[src/rtl/led_drv_pkg.sv]
package led_drv_pkg;
  localparam int CFG_W   = 16;
  localparam int NSRC    = 5;
  localparam int BIT_COL = 0;
  localparam int BIT_JAB = 1;
  localparam int BIT_RCV = 2;
  localparam int BIT_POL = 3;
  localparam int BIT_XMT = 4;
  localparam int BIT_STR = 7;
  localparam logic [CFG_W-1:0] CFG_MASK = 16'h009F;

  typedef struct packed {
    logic xmt;
    logic pol;
    logic rcv;
    logic jab;
    logic col;
  } led_evt_t;
endpackage

[src/rtl/led_cfg_reg.sv]
module led_cfg_reg
  import led_drv_pkg::*;
#(
  parameter logic [CFG_W-1:0] RST_VAL = 16'h0084
) (
  input  logic             clk,
  input  logic             rst_n,
  input  logic             we,
  input  logic [CFG_W-1:0] wdata,
  output logic [CFG_W-1:0] q
);
  always_ff @(posedge clk) begin
    if (!rst_n)  q <= RST_VAL & CFG_MASK;
    else if (we) q <= wdata & CFG_MASK;
  end

  AST_CFG_WRITE: assert property (@(posedge clk) disable iff (!rst_n)
    we |=> (q == ($past(wdata) & CFG_MASK)));
endmodule

[src/rtl/led_src_mux.sv]
module led_src_mux
  import led_drv_pkg::*;
(
  input  logic [NSRC-1:0] evt,
  input  logic [NSRC-1:0] en,
  output logic            hit
);
  logic [NSRC-1:0] gated;

  for (genvar i = 0; i < NSRC; i++) begin : g_gate
    assign gated[i] = evt[i] & en[i];
  end

  assign hit = |gated;
endmodule

[src/rtl/led_tick_div.sv]
module led_tick_div #(
  parameter int DIV = 2000000
) (
  input  logic clk,
  input  logic rst_n,
  output logic tick
);
  if (DIV <= 1) begin : g_pass
    assign tick = 1'b1;
  end else begin : g_cnt
    localparam int CW = $clog2(DIV);
    localparam logic [CW-1:0] LAST = CW'(DIV - 1);
    logic [CW-1:0] cnt;

    always_ff @(posedge clk) begin
      if (!rst_n)           cnt <= '0;
      else if (cnt == LAST) cnt <= '0;
      else                  cnt <= cnt + 1'b1;
    end

    assign tick = (cnt == LAST);

    AST_TICK_SINGLE: assert property (@(posedge clk) disable iff (!rst_n)
      tick |=> !tick);
  end
endmodule

[src/rtl/led_stretch.sv]
module led_stretch #(
  parameter int SR_W = 3
) (
  input  logic clk,
  input  logic rst_n,
  input  logic en,
  input  logic hit,
  input  logic tick,
  output logic lit
);
  logic [SR_W-1:0] sr;

  always_ff @(posedge clk) begin
    if (!rst_n || !en) sr <= '0;
    else if (hit)      sr <= '1;
    else if (tick)     sr <= {sr[SR_W-2:0], 1'b0};
  end

  assign lit = en ? (hit | sr[SR_W-1]) : hit;

  AST_STRETCH_HOLD: assert property (@(posedge clk) disable iff (!rst_n)
    (en && $past(en && hit)) |-> lit);
  AST_DIRECT_WHEN_OFF: assert property (@(posedge clk) disable iff (!rst_n)
    !en |-> (lit == hit));
endmodule

[src/rtl/led_status_drv.sv]
module led_status_drv
  import led_drv_pkg::*;
#(
  parameter logic [15:0] RST_VAL  = 16'h0084,
  parameter int          TICK_DIV = 2000000,
  parameter int          SR_W     = 3
) (
  input  logic        clk,
  input  logic        rst_n,
  input  logic        cfg_we,
  input  logic [15:0] cfg_wdata,
  output logic [15:0] cfg_rdata,
  input  logic        evt_col,
  input  logic        evt_jab,
  input  logic        evt_rcv,
  input  logic        evt_rxpol_ok,
  input  logic        evt_xmt,
  output logic        led_n
);
  led_evt_t evt;
  logic     hit, tick, lit;

  assign evt = '{xmt: evt_xmt, pol: evt_rxpol_ok, rcv: evt_rcv,
                 jab: evt_jab, col: evt_col};

  led_cfg_reg #(.RST_VAL(RST_VAL)) u_cfg (
    .clk(clk), .rst_n(rst_n), .we(cfg_we), .wdata(cfg_wdata), .q(cfg_rdata));

  led_src_mux u_mux (
    .evt(evt), .en(cfg_rdata[NSRC-1:0]), .hit(hit));

  led_tick_div #(.DIV(TICK_DIV)) u_div (
    .clk(clk), .rst_n(rst_n), .tick(tick));

  led_stretch #(.SR_W(SR_W)) u_str (
    .clk(clk), .rst_n(rst_n), .en(cfg_rdata[BIT_STR]), .hit(hit),
    .tick(tick), .lit(lit));

  assign led_n = ~lit;

  AST_DARK_NO_SRC: assert property (@(posedge clk) disable iff (!rst_n)
    (cfg_rdata[NSRC-1:0] == '0 && !cfg_rdata[BIT_STR]) |-> led_n);
  AST_RSVD_ZERO: assert property (@(posedge clk) disable iff (!rst_n)
    (cfg_rdata[15:8] == 8'h00) && (cfg_rdata[6:5] == 2'b00));
  AST_FAST_LIGHT: assert property (@(posedge clk) disable iff (!rst_n)
    (evt_col && cfg_rdata[BIT_COL]) |-> !led_n);
endmodule

[config.mk]
export PLATFORM = sky130hd
export DESIGN_NAME = led_status_drv
export DESIGN_NICKNAME = d
export VERILOG_FILES = /design/src/rtl/led_drv_pkg.sv /design/src/rtl/led_cfg_reg.sv /design/src/rtl/led_src_mux.sv /design/src/rtl/led_tick_div.sv /design/src/rtl/led_stretch.sv /design/src/rtl/led_status_drv.sv
export SDC_FILE = /design/constraint.sdc
export NUM_CORES = 1
export LEC_CHECK = 0
export BUFFER_PORTS_ARGS = -buffer_cell sky130_fd_sc_hd__buf_2
export CORE_MARGIN = 8
export CORE_UTILIZATION = 54
export CTS_BUF_LIST = sky130_fd_sc_hd__clkbuf_16
export DETAILED_ROUTE_END_ITERATION = 7
export GPL_ROUTABILITY_DRIVEN = 0
export GPL_TIMING_DRIVEN = 0
export PLACE_DENSITY = 0.91
export SLEW_MARGIN = 30
export SYNTH_ARGS = -nofsm -noshare
export SYNTH_HDL_FRONTEND = slang
export SYNTH_SLANG_ARGS = --single-unit
[constraint.sdc]
create_clock -name clk -period 5.52 [get_ports clk]
set_input_delay 0.552 -clock clk [delete_from_list [all_inputs] [get_ports clk]]
set_output_delay 0.552 -clock clk [all_outputs]
set_load 0.03 [all_outputs]
# [After elaboration in Yosys (flattened, before gate mapping)]
# Index checks and enable logic that the tools add are counted.
[classes] n_eq_ne=1 n_reduce_logical=6 addsub=1 mux=3 bitwise_logic=8
[op_table] cell="21-bit by 1-bit adder with 21-bit output (second input constant)" count=1
[op_table] cell="21-bit == test (second input constant)" count=1
[op_table] cell="3-bit two-way mux" count=2
[op_table] cell="1-bit bitwise AND" count=5
[op_table] cell="5-bit OR reduction" count=1
[op_table] cell="1-bit zero test" count=2
[op_table] cell="1-bit NOT" count=2
[op_table] cell="2-bit nonzero test" count=1
[op_table] cell="2-bit OR reduction" count=1
[op_table] cell="1-bit logical OR" count=1
[op_table] cell="1-bit two-way mux" count=1
[op_table] cell="1-bit OR" count=1
[totals] reg_bits=30 out_inout_bits=17 inputBits=24 elab_cells=22

# [Longest topological paths before layout]
# Gate-level depths: netlist of the first run.
[depth] depth_word=5 mapped_depth=6 mapped_depth_nobuf=5

# [Modules after synthesis]
# Synthesis of the first run repeated with hierarchy kept, for this count alone.
[hier_totals] cells_unflattened=155 area_unflattened_um2=1415.1
[by_module_without_submodules] mod="led_tick_div" area_each_um2=970.9 instances=1 cells_each=108 seq_area_each_um2=420.4
[by_module_without_submodules] mod="led_cfg_reg" area_each_um2=302.8 instances=1 cells_each=30 seq_area_each_um2=120.1
[by_module_without_submodules] mod="led_stretch" area_each_um2=116.4 instances=1 cells_each=13 seq_area_each_um2=60.1
[by_module_without_submodules] mod="led_src_mux" area_each_um2=21.3 instances=1 cells_each=3 seq_area_each_um2=0.0
[by_module_without_submodules] mod="led_status_drv" area_each_um2=3.8 instances=1 cells_each=1 seq_area_each_um2=0.0

# [Worst setup path after synthesis of the first run]
# Ideal clock, no wire load.
[synth_timing] path_kind="input port to output port" startpoint="input evt_rxpol_ok" endpoint="output led_n" setup_slack_ns=3.384 path_buffers=0 t_required_ns=4.968 arrival_ns=1.584 cell_stages=3 path_cell_list="a222oi_1 > nand2_1 > a21oi_1"
[synth_via] elab_chain_cells=5
[synth_lines] item="start, declared" line_no="led_status_drv.sv:16" text="input logic evt_rxpol_ok,"
[synth_lines] item="1-bit bitwise AND *" line_no="led_src_mux.sv:11" text="assign gated[i] = evt[i] & en[i];"
[synth_lines] item="5-bit OR reduction *" line_no="led_src_mux.sv:14" text="assign hit = |gated;"
[synth_lines] item="1-bit OR" line_no="led_stretch.sv:19" text="assign lit = en ? (hit | sr[SR_W-1]) : hit;"
[synth_lines] item="1-bit two-way mux *" line_no="led_stretch.sv:19"
[synth_lines] item="1-bit NOT *" line_no="led_status_drv.sv:39" text="assign led_n = ~lit;"
[synth_lines] item="end, declared" line_no="led_status_drv.sv:18" text="output logic led_n"
# Mark *: on every way between the ends. The rest lies on a longest branch, timed or not.

# [Worst setup path in the final report of the first run]
[layout_timing] startpoint="register u_div.g_cnt.cnt[1]" endpoint="register u_div.g_cnt.cnt[12]"
[layout_via] elab_chain_cells=2 elab_cells_between_ends=3 classes_between="add/sub: 1; eq/ne: 1; reduce/logical: 1"
[layout_lines] item="start, declared" line_no="led_tick_div.sv:13" text="logic [CW-1:0] cnt;"
[layout_lines] item="start signal, assigned" line_no="led_tick_div.sv:18" text="else cnt <= cnt + 1'b1;"
[layout_lines] item="branches (longest 2 deep; another with 21-bit by 1-bit adder with 21-bit output)"
# Parallel ways; which one is timed is not known.
# A chain may end at the register's enable or synchronous reset.

==> results of run 1 <==
[worst min-delay path: cells and delay by family (launching register included)]
family | cells | cell delay [ps]
compound gates | 2 | 120
flops | 1 | 320
[sequential cells by signal, indices dropped and copies added, names as in the netlist]
signal           flops
u_div.g_cnt.cnt     21
u_str.sr             3
u_cfg.q              6
[synth_stat cells]
library cell	instances
or4_4	2
o21ai_0	5
a222oi_1	1
xnor2_1	9
inv_1	4
buf_4	12
ha_1	1
dfxtp_1	30
o31ai_1	3
a211oi_1	2
a31oi_1	1
conb_1	1
and3_1	2
nand2_1	9
a22oi_1	1
mux2i_1	6
o21ai_2	1
and3_2	1
a21oi_1	8
buf_2	1
nor4_1	5
or2_2	1
or3b_2	1
xor2_1	3
nor2b_1	5
nor3_1	4
clkbuf_1	2
or4_1	4
nor2_1	16
nand4_1	3
nand4_4	1
or3_1	4
nand3_1	7
[per-stage QoR]
stage	instance area (um^2)	setup slack (ps)	util (%)	power (uW)	hold slack (ps)
after global placement	1560	3373	62.98	280.6	456.4
after detailed placement	1560	3314	62.98	282.9	472.6
final	1689	3195	68.18	523.5	490.3
after global routing	1689	3059	68.18	539.6	511.0
after CTS	1689	3228	68.18	525.6	494.7
after floorplan	1433	3384	-	270.5	441.7
[report_power, final]
| group | internal [uW] | switching [uW] | leakage (uW) |
|---|---|---|---|
| Combinational | 18.8 | 31.0 | 0.000358 |
| Sequential | 224 | 6.56 | 0.000244 |
| Clock | 159 | 83.9 | 0.0000632 |
[routing by layer]
| metal | part of all wire, % | GRT usage (%) | wire (um) | vias up |
|---|---|---|---|---|
| li1 | - | - | - | 600 |
| met1 | 35 | 14.48 | 1188 | 569 |
| met2 | 56 | 30.82 | 1899 | 44 |
| met3 | 7.1 | 5.872 | 240 | 11 |
| met4 | 2.1 | 8.616 | 72 | 0 |
| met5 | 0 | 0 | 0 | - |
[final cells by class]
cell class,count,area [um^2]
Buffer,15,102.6
Inverter,4,15.01
Sequential cell,30,600.6
Tap cell,30,37.54
Clock buffer,5,125.1
Clock inverter,1,3.754
Fill cell,192,788.3
Multi-Input combinational cell,116,714.4
Timing Repair Buffer,18,90.09
[cell usage in the layout, fill, tap and decap left out, drive strengths merged, types with 4 or more instances in the layout]
| cell type | Yosys | layout |
|---|---|---|
| mux2i | 6 | 6 |
| conb | 1 | 10 |
| clkbuf | 2 | 7 |
| o21ai | 6 | 6 |
| or3 | 4 | 4 |
| buf | 13 | 31 |
| nand3 | 7 | 7 |
| dfxtp | 30 | 30 |
| nand2 | 9 | 9 |
| a21oi | 8 | 8 |
| xnor2 | 9 | 9 |
| nand4 | 4 | 4 |
| nor2b | 5 | 5 |
| nor3 | 4 | 4 |
| nor4 | 5 | 5 |
| nor2 | 16 | 16 |
| inv | 4 | 4 |
| or4 | 6 | 6 |
[logic make-up after synthesis]
kind of cell | Yosys count | synth area share, %
flops | 30 | 42.93
compound gates | 22 | 9.660
other cells | 1 | 0.2681
mux | 6 | 4.294
buf+inv | 19 | 8.408
simple gates | 65 | 26.03
xor+xnor | 12 | 7.514
fa+ha+maj | 1 | 0.8943
[worst paths after layout]
check	start	endpoint	slack, ps	depth (start not counted)
min	u_div.g_cnt.cnt[20]	u_div.g_cnt.cnt[20]	490	2
max reg2reg	u_div.g_cnt.cnt[1]	u_div.g_cnt.cnt[12]	3200	6
max	u_div.g_cnt.cnt[1]	u_div.g_cnt.cnt[12]	3200	6
min reg2reg	u_div.g_cnt.cnt[20]	u_div.g_cnt.cnt[20]	490	2
==> impl_results.md, run 1 <==
* Clk buf depth at 2
* Post-DP HPWL at 2379 um
* Nets@finish at 215
* DR pass1 iterations at 4
* Placed Instances at 213
* Antenna diodes at 0
* Core area at 2477 um^2
* Syn avg cell area at 8.967 um^2
* RSZ-0062 raised after global routing: no
* Share of cells above drive strength 1 at 22.75%
* Largest net degree at the start of global routing at 11
* First-pass GRT wire length at 5554 um
* Setup bufs post-CTS at 0
* Average vias per placed instance at 5.589
* Wirelength per Cell at 15.52 um
* Area contributors post-synth: dfxtp_1, buf_4, xnor2_1
* Setup_tns at 0 ps
* Vias in the first global route at 1255
* Data required, critical path at 5680 ps
* CP delay by family, top: simple AND/OR/NAND/NOR gates
* Clock root buffer: clkbuf_16
* Area grow syn2layout at 20.75%
* Total Routing Usage GR at 16.24%
* Clock-pin slew on the worst setup and hold paths at 50 ps
* Worst path cell trace: ha_1 -> nand2_1 -> or4_4 -> o21ai_2 -> buf_4 -> nor2_1
* Tmin final at 2325 ps
* Final Max Tran Viols at 0
* Synth area leader: dfxtp_1
* Final setup vio count at 0
* PostCTS Resize Cnt at 0
* Crit-path slowest cell: or4_4
* CTS tree: built
* Hold buffers post-CTS at 0
* Crit path max fanout at 10
* Final worst path period share at 42.12%
* Seq cells post-synth at 30
* Share of the synthesized area in the top cell type at 42.93%
* Netlist cell types at 33
* Antenna violations before repair at 0
* First DRT Iteration DRCs at 60
* Highest Clock Rate at 430.1 MHz
* Critical path arrival at 2480 ps
* TritonCTS Buffers at 5
* GRT overflow at 0
* DRC Markers at 0
* IO buf count at 18
* Buffers & Inverters on Critical Path at 1
* # Max-Cap Violations at 0
* Post-synthesis sequential area ratio at 42.93%
* Non-filler cells, final at 219
* Syn Std Cell Area at 1399 um^2
* P per Cell Area at 309.9 nW/um^2
* Vias at 1224
* Min-delay worst type: flop to flop
* H-tree lvl count at 2
* VDD IR max at 0.2994 mV
* Lkg Pwr at 0.0006657 uW
* Post-route ant nets at 0
* Clock skew at 6.574 ps
* Post-Synthesis Cells at 156
* IO Pins at 41
* Crit end category: flop
* Skew-Pair Late Insertion Delay at 270 ps
* Initial Util at 56.46%
* Yosys warning total at 0
* Die Width at 66.90 um
* Startpoint Class: flop
* Hold Vio Cnt, Final at 0
* CP peak stage delay at 590 ps
* Clock sink count at 30
* Die ar. at 4475 um^2
* Setup CP Type: flop to flop
* Die Ht at 66.90 um
* Final WL at 3399 um
* Outcome: finished, final reports clean
* Row count at 18
(Power assumes the default switching activity.)
==> run 2, diff against run 1 <==
Settings changed: CORE_UTILIZATION 54 to 50, PLACE_DENSITY 0.91 to 0.86.
Clock period 5.52 ns to 2.2 ns, I/O delays scaled along.
==> run 2 against run 1 <==
  * Sequential power up 150%
  * Clock skew is 2.4 ps lower
  * Cell count rose by 1.4%
  * Hold slack lost 330 ps
  * Wire length down 21%
  * Register-to-register slack worse by 3100 ps
  * Count of clock-buffer cells in the layout unchanged
  * Die area rose by 6.1%
  * Utilization down 5.1 points
  * Global-route usage shrank 4.1 points
  * Clock power grew to 2.6 times the previous value
  * Critical path type unchanged
  * Critical endpoint is now u_div.g_cnt.cnt[5]
  * Largest cell class unchanged
  * Largest power group unchanged
==> impl_results.md, run 2 (synthesis results as in run 1) <==
* Hold Vio Cnt, Final at 0 (unchanged)
* Tmin final at 2075 ps (-250.1 ps)
* Multi-input gate area at 724.4 um^2 (+1.4%)
* Wirelength per Cell at 12.02 um (-23%)
* Fill count at 246 (+28%)
* Reg area at 600.6 um^2 (unchanged)
* Row count at 19 (+1)
* Area grow syn2layout at 22.18%
* Lkg Pwr at 0.0006737 uW (+1.2%)
* IO buf count at 18 (unchanged)
* Outcome: finished, final reports clean
* Commonest non-fill, non-tap cells in the layout: dfxtp_1, buf_2, nor2_1
* # Max-Cap Violations at 0 (unchanged)
* Skew-Pair Late Insertion Delay at 270 ps (about the same)
* IO Pins at 41 (unchanged)
* Largest net degree at the start of global routing at 11 (unchanged)
* TritonCTS Buffers at 5 (unchanged)
* Setup_tns at 0 ps (unchanged)
* First DRT Iteration DRCs at 37 (-38%)
* Total Routing Usage GR at 12.14% (-4.1 points)
* Post-route ant nets at 0 (unchanged)
* CP peak stage delay at 580 ps (about the same)
* Critical path arrival at 2240 ps (-240 ps)
* PostCTS Resize Cnt at 1 (+1)
* Most flops, register: u_div.g_cnt.cnt
* Clock-pin slew on the worst setup and hold paths at 50 ps (about the same)
* Final Max Tran Viols at 0 (unchanged)
* Fin util at 63.07% (-5.1 points)
* Post-DP HPWL at 1947 um (-18%)
* Final setup vio count at 0 (unchanged)
* DRC Markers at 0 (unchanged)
* Hold buffers post-CTS at 0 (unchanged)
* Share of cells above drive strength 1 at 23.56% (+0.81 points)
* Nets@finish at 215 (unchanged)
* Min-delay worst type: input port to flop
* CTS tree: built
* Commonest non-fill, non-tap cell in the layout: dfxtp_1
* Placed Instances at 214 (+0.47%)
* Final WL at 2669 um (-21%)
* Crit end category: flop
* Worst path cell trace: ha_2 -> nand2_1 -> or4_4 -> o21ai_4 -> buf_4 -> nor2_1
* Final worst path period share at 94.31% (+52 points)
* Initial Util at 51.62% (-4.8 points)
* RSZ-0062 raised after global routing: no
* Setup bufs post-CTS at 0 (unchanged)
* H-tree lvl count at 2 (unchanged)
* Clock root buffer: clkbuf_16
* VDD IR max at 0.7115 mV (+140%)
* Highest Clock Rate at 482.0 MHz (+12%)
* Die Width at 68.90 um (+3.0%)
* Max FFs per register at 21 (unchanged)
* Worst hold slack at 163.8 ps (-326.5 ps)
* Clock sink count at 30 (unchanged)
* First-pass GRT wire length at 4209 um (-24%)
* P per Cell Area at 777.9 nW/um^2 (+150%)
* Clock skew at 4.136 ps (-2.438 ps)
* Die Ht at 68.90 um (+3.0%)
* Data required, critical path at 2360 ps (-3320 ps)
* Top Registers: u_div.g_cnt.cnt (21), u_cfg.q (6), u_str.sr (3)
* Vias at 1131 (-7.6%)
* Setup CP Type: flop to flop
* Startpoint Class: flop
* Core area at 2710 um^2 (+9.4%)
* Crit-path slowest cell: or4_4
* Vias in the first global route at 949 (-24%)
* Average vias per placed instance at 5.095 (-8.8%)
* Antenna violations before repair at 0 (unchanged)
* Clk buf depth at 2 (unchanged)
* GRT overflow at 0 (unchanged)
* DR pass1 iterations at 4 (unchanged)
* Non-filler cells, final at 222 (+1.4%)
* Crit path max fanout at 10 (unchanged)
* Antenna diodes at 0 (unchanged)
* Die ar. at 4747 um^2 (+6.1%)
==> run 2: cell types whose count changed in the layout (fill, tap and decap cells not counted), sizes merged <==
cell and delta:
clkinv +1, inv +1
==> run 2: worst paths after layout <==
| path | startpoint | endpoint | slack, ps | cells after the start |
|---|---|---|---|---|
| worst max register to register | u_div.g_cnt.cnt[0] | u_div.g_cnt.cnt[5] | 130 | 6 |
| worst max-delay path | u_div.g_cnt.cnt[0] | u_div.g_cnt.cnt[5] | 130 | 6 |
| worst min-delay path | cfg_wdata[7] | u_cfg.q[7] | 160 | 3 |
| worst min register to register | u_div.g_cnt.cnt[20] | u_div.g_cnt.cnt[20] | 480 | 2 |
==> run 2: where the power goes <==
part | total (uW) | leakage, uW | internal [uW] | switching [uW]
Combinational | 124 | 0.000357 | 47.6 | 76.3
Clock | 629 | 0.0000724 | 407 | 222
Sequential | 577 | 0.000244 | 562 | 14.5
Total | 1330 | 0.000674 | 1020 | 313
==> run 2: cell type report <==
cell class	count	share of cell area (%)
Multi-Input combinational cell	116	42.39
Inverter	4	0.8785
Clock inverter	3	0.7321
Buffer	15	6.003
Clock buffer	5	7.321
Timing Repair Buffer	18	5.271
Tap cell	31	2.269
Sequential cell	30	35.14
==> run 2: metal layers <==
layer,routed length (um),vias to the layer above,GRT usage [%]
li1,-,602,-
met1,1201,507,13.35
met2,1257,15,19.22
met3,159,7,5.816
met4,50,0,6.015
met5,0,-,0
==> run 2: through the flow <==
stage,total power (uW),instance area [um^2],worst slack (ps)
finish,1330,1709,125.3
floorplan,678.6,1433,287.2
global placement,705.6,1562,1.949
global route,1385,1709,4.879
detailed placement,708.4,1562,-15.43
CTS,1342,1707,79.69
==> run 2: worst max-delay path: cells and delay by family (launching register included) <==
family	cells	cell delay [ps]
flops	1	400
compound gates	1	300
fa+ha+maj	1	240
buf+inv	1	240
simple gates	3	770
